[src/rtl/ds3rg_pkg.sv]
package ds3rg_pkg;

    localparam int BLOCK_BITS     = 85;
    localparam int BLOCKS_PER_SUB = 8;
    localparam int SUBFRAMES      = 7;
    localparam int FRAME_BITS     = BLOCK_BITS * BLOCKS_PER_SUB * SUBFRAMES;
    localparam int BIT_W          = $clog2(BLOCK_BITS);
    localparam int BLK_W          = $clog2(BLOCKS_PER_SUB);
    localparam int SUB_W          = $clog2(SUBFRAMES);

    // Subframe index that carries the M-bit set to 1 (0-based: subframe 6 of 7)
    localparam int M_ONE_SUB      = 5;

    typedef struct packed {
        logic [SUB_W-1:0] sub;
        logic [BLK_W-1:0] blk;
        logic [BIT_W-1:0] bitpos;
    } pos_t;

    typedef enum logic [1:0] {
        OH_XPM,
        OH_F,
        OH_C
    } oh_kind_t;

    function automatic oh_kind_t kind_of(input logic [BLK_W-1:0] blk);
        if (blk == '0)       return OH_XPM;
        else if (blk[0])     return OH_F;
        else                 return OH_C;
    endfunction

    // F-bit pattern 1,0,0,1 across blocks 1,3,5,7
    function automatic logic f_value(input logic [BLK_W-1:0] blk);
        logic [1:0] idx;
        idx = 2'(blk >> 1);
        return (idx == 2'd0) || (idx == 2'd3);
    endfunction

    // M-bits 0,1,0 in the last three subframes; X/P slots carry 0 here
    function automatic logic m_value(input logic [SUB_W-1:0] sub);
        return sub == SUB_W'(M_ONE_SUB);
    endfunction

endpackage

[src/rtl/ds3rg_modctr.sv]
module ds3rg_modctr #(
    parameter int MOD = 85,
    localparam int W = (MOD > 1) ? $clog2(MOD) : 1
) (
    input  logic         clk,
    input  logic         rst,
    input  logic         en,
    output logic [W-1:0] value,
    output logic         at_last
);
    localparam logic [W-1:0] LAST = W'(MOD - 1);

    assign at_last = (value == LAST);

    always_ff @(posedge clk) begin
        if (rst)
            value <= '0;
        else if (en)
            value <= at_last ? '0 : value + 1'b1;
    end

    // count never leaves its modulus range
    a_r3_in_range: assert property (@(posedge clk) disable iff (rst)
        value <= LAST);

    // wrap back to the first position after the last
    a_r3_wrap: assert property (@(posedge clk) disable iff (rst)
        (en && at_last) |=> (value == '0));

endmodule

[src/rtl/ds3rg_encode.sv]
module ds3rg_encode
    import ds3rg_pkg::*;
(
    input  pos_t pos,
    output logic frame_n,
    output logic gap_n,
    output logic ref_data
);
    oh_kind_t kind;
    logic     is_oh;

    always_comb begin
        is_oh = (pos.bitpos == '0);
        kind  = kind_of(pos.blk);
        gap_n = ~is_oh;
        frame_n = ~(is_oh && pos.blk == '0 && pos.sub == '0);
        ref_data = 1'b0;
        if (is_oh) begin
            unique case (kind)
                OH_XPM:  ref_data = m_value(pos.sub);
                OH_F:    ref_data = f_value(pos.blk);
                default: ref_data = 1'b0;
            endcase
        end
    end

endmodule

[src/rtl/ds3_frame_ref_gen.sv]
module ds3_frame_ref_gen
    import ds3rg_pkg::*;
(
    input  logic clk,
    input  logic rst,
    output logic ref_clk,
    output logic frame_n,
    output logic gap_n,
    output logic ref_data
);
    pos_t pos;
    logic bit_last, blk_last, sub_last;

    assign ref_clk = clk;

    ds3rg_modctr #(.MOD(BLOCK_BITS)) u_bit (
        .clk(clk), .rst(rst), .en(1'b1),
        .value(pos.bitpos), .at_last(bit_last)
    );

    ds3rg_modctr #(.MOD(BLOCKS_PER_SUB)) u_blk (
        .clk(clk), .rst(rst), .en(bit_last),
        .value(pos.blk), .at_last(blk_last)
    );

    ds3rg_modctr #(.MOD(SUBFRAMES)) u_sub (
        .clk(clk), .rst(rst), .en(bit_last && blk_last),
        .value(pos.sub), .at_last(sub_last)
    );

    ds3rg_encode u_enc (
        .pos(pos), .frame_n(frame_n), .gap_n(gap_n), .ref_data(ref_data)
    );

    // frame strobe only on an overhead slot
    a_r2_frame_on_gap: assert property (@(posedge clk) disable iff (rst)
        !frame_n |-> !gap_n);

    // frame strobe lasts one clock
    a_r2_one_wide: assert property (@(posedge clk) disable iff (rst)
        !frame_n |=> frame_n);

    // gap strobe lasts one clock
    a_r3_gap_one_wide: assert property (@(posedge clk) disable iff (rst)
        !gap_n |=> gap_n);

    // data is 1 only in overhead slots
    a_r6_data_only_overhead: assert property (@(posedge clk) disable iff (rst)
        ref_data |-> !gap_n);

    // the last bit of the frame is followed by the frame strobe
    a_r2_frame_after_last: assert property (@(posedge clk) disable iff (rst)
        (bit_last && blk_last && sub_last) |=> !frame_n);

endmodule

[config.mk]
export PLATFORM = sky130hd
export DESIGN_NAME = ds3_frame_ref_gen
export DESIGN_NICKNAME = d
export VERILOG_FILES = /design/src/rtl/ds3rg_pkg.sv /design/src/rtl/ds3rg_modctr.sv /design/src/rtl/ds3rg_encode.sv /design/src/rtl/ds3_frame_ref_gen.sv
export SDC_FILE = /design/constraint.sdc
export NUM_CORES = 1
export LEC_CHECK = 0
export ABC_AREA = 1
export BUFFER_PORTS_ARGS = -buffer_cell sky130_fd_sc_hd__buf_2
export CAP_MARGIN = 20
export CORE_MARGIN = 5
export CORE_UTILIZATION = 55
export DETAILED_ROUTE_END_ITERATION = 7
export PLACE_DENSITY = 0.84
export SYNTH_ARGS = -nofsm -noshare
export SYNTH_HDL_FRONTEND = slang
export SYNTH_SLANG_ARGS = --single-unit
[constraint.sdc]
create_clock -name clk -period 1.8 [get_ports clk]
set_input_delay 0.18 -clock clk [delete_from_list [all_inputs] [get_ports clk]]
set_output_delay 0.18 -clock clk [all_outputs]
set_load 0.1 [all_outputs]
==> metrics.md <==
| Metric | Value |
|---|---|
| Max Fanout on Critical Path | 2 |
| Top cell type by total area after synthesis | dfxtp_1 |
| Number of synthesized flops with an enable pin | 0 |
| Worst Clk Skew | 1.88 ps |
| Final RePlAce weighted congestion | 0.864 |
| Hold/Removal Path Class | in -> reg |
| Total congestion overflow after global routing | 0 |
| Tot Pwr | 0.915 mW |
| Final-report max-slew violation count | 0 |
| Most crowded layer after global routing | met2 |
| Number of stages on the worst hold path | 4 |
| Total Negative Setup Slacks | -5.86 ps |
| Number of antenna diodes | 0 |
| Run status | finished with violations |
| Part of the cycle the worst path needs | 100% |
| Share of cells above drive strength 1 | 34.2% |
| Data required time at the worst endpoint | 1620 ps |
| Core Rows | 13 |
| Library cells used by synthesis | 19 |
| Total die area | 2120 um^2 |
| Share of flip-flops with an asynchronous set or reset after synthesis | 0% |
| Vias | 686 |
| Startpoint type of the worst setup path | flip-flop |
| Minimum clock period after layout | 1810 ps |
| Largest voltage drop on the vdd net | 0.546 mV |
| Count of warnings emitted by yosys | 0 |
| Category of the worst setup path capture point | output pin |
| M2 GR Usage | 31.3% |
| Overall global routing resource usage | 20.4% |
| Iteration-0 DRC count of the detailed router | 21 |
| Core occupancy in the finished layout | 74.1% |
| Drt total wl | 1620 um |
| Power per unit of standard cell area | 974 nW/um^2 |
| Largest cells by area after synthesis | dfxtp_1 36%, inv_1 9.5%, nand2_1 8.9% |
| Reg-to-reg startpoint | u_blk.value[0]$_SDFFE_PP0N_ |
| Area growth from synthesis to layout | 31.5% |
| Most frequent cell after synthesis | inv_1 |
| Main synth FF type | dfxtp_1 |
| Clock insertion delay at the later pin of the skew report | 380 ps |
| Half-perimeter wire length after detailed placement | 1070 um |
| Total leakage power | 0.420 nW |
| Maximum number of pins on one net before global-route repair | 8 |
| Hold slack | 114 ps |
| Wire length per cell after detailed routing | 12.6 um |
| Worst slew pin tran | 490 ps |
| TritonCTS clock tree | yes |
| Sequential area share after synthesis | 36.4% |
| Die outline height | 46.0 um |
| Launch point of the worst path | u_blk.value[1]$_SDFFE_PP0N_ |
| Post-place setup slack | 341 ps |
| Antenna viol nets, final | 0 |
| Area share of the largest cell type after synthesis | 36.4% |
| Number of vias per cell | 5.32 |
| Worst Reg-to-Reg Cells | 6 |
| CP endpoint | ref_data |
| Failing checks | negative setup slack |
| Maximum frequency from static timing analysis | 0.554 GHz |
| Initial antenna violation count | 0 |
| Number of storage elements in the synthesis netlist | 13 |
| Setup Crit Path Kind | reg -> out |
| Worst Path Arrival | 1630 ps |
| Post-place instance area | 841 um^2 |
| Max-slew headroom | 67.6% |
| Endpoint of the lowest-slack register-to-register path | u_blk.value[0]$_SDFFE_PP0N_ |
| Die Width | 46.0 um |
| Clock transition at path regs | 80 ps |
| Top-level I/O count | 6 |
| Vias in the first global route | 691 |
| Final hold violation count | 0 |
| Number of nets in the synthesized netlist | 108 |
| Cell count after placement | 120 |
| Ranking of synthesized cells by instance count | 18 x inv_1, 17 x nand2_1, 17 x nor2_1 |
| First-pass GRT wire length | 2840 um |
| Global-route track usage on met1 | 19.8% |
| Mapped Cells | 101 |
| Final non-filler cell total | 129 |
| Setup repair after global routing missed its margin | yes |
| Final setup viols | 1 |
| Worst setup slack for register-to-register paths | 480 ps |
| Number of buffers added on ports | 5 |
| Final standard cell area without fillers | 940 um^2 |
| Average instance area after synthesis | 7.07 um^2 |
| Initial core utilization | 56.3% |
| Post-detailed-route DRC marker count | 0 |
| Core area | 1270 um^2 |
| Max_cap viols | 0 |
| Final #Nets | 122 |
| Global routing met3 resource utilization | 10.3% |
| First-pass iteration count of the detailed router | 6 |
| Synthesized area | 714 um^2 |
| Least setup slack across all paths after layout | -5.86 ps |
registers in the layout, indices dropped and copies added, names as in the netlist:
register and count:
u_bit.value 7, u_blk.value 3, u_sub.value 3
report_power, final:
group          switching (mW)  internal [mW]  leakage, nW
Combinational          0.0915         0.0402        0.281
Clock                   0.308          0.175       0.0327
Sequential            0.00732          0.292        0.107
Total                   0.407          0.508        0.420
final cells by class:
cell class | count | area (um^2)
clock buffers | 8 | 53.8
well taps | 15 | 18.8
repair buffers | 6 | 67.6
multi-input cells | 68 | 460
flip-flops and latches | 13 | 268
inverters | 19 | 71.3
fillers | 86 | 329
cells by family (layout without fill, tap and decap cells):
group                      after synthesis  count (layout)  share of synthesized area, %
adders and majority gates                5               5                          8.76
DFF                                     13              13                          36.4
xor gates and xnor gates                 2               2                          2.45
buffers and inverters                   20              33                          11.0
AOI/OAI and AO/OA                        8               8                          5.60
and+or+nand+nor                         53              53                          35.7
critical path, cell delays in order, from the launching register on:
cell	delay [ps]
dfxtp_2	340
inv_2	70
ha_4	130
inv_2	40
nor2_4	100
nand4_1	170
a21oi_4	210
buf_12	190
what timing repair did:
action,CTS,global route
hold buffers,0,0
setup endpoints to repair,2,3
pin swaps,3,4
resized for setup,6,8
buffers inserted,2,0
how the worst min path moves through the flow:
stage / start / to / slack (ps)
CTS: rst / u_sub.value[1]$_SDFFE_PP0P_ / 110
detailed placement: u_bit.value[0]$_SDFF_PP0_ / u_bit.value[0]$_SDFF_PP0_ / 440
floorplan: rst / u_sub.value[1]$_SDFFE_PP0P_ / 390
global placement: u_bit.value[0]$_SDFF_PP0_ / u_bit.value[0]$_SDFF_PP0_ / 430
finish: rst / u_sub.value[1]$_SDFFE_PP0P_ / 110
global route: rst / u_blk.value[1]$_SDFFE_PP0N_ / 120
metal layers:
metal | share of wire, % | up-vias | routed length [um]
li1 | - | 340 | -
met1 | 40 | 311 | 652
met2 | 49 | 27 | 796
met3 | 6.7 | 8 | 109
met4 | 4.0 | 0 | 65
met5 | 0 | - | 0
placed cells by master, fill, tap and decap left out, drive strengths merged, types with 2 or more instances in the layout:
master,Yosys,layout
nor3b,2,2
nor3,2,2
nor2,18,18
nand3,6,6
clkbuf,0,8
buf,1,6
nand4,4,4
inv,19,19
o21ai,3,3
ha,5,5
dfxtp,13,13
nand2,20,20
xnor2,2,2
a21oi,5,5
Note: power is estimated with default switching activity, not from simulation.
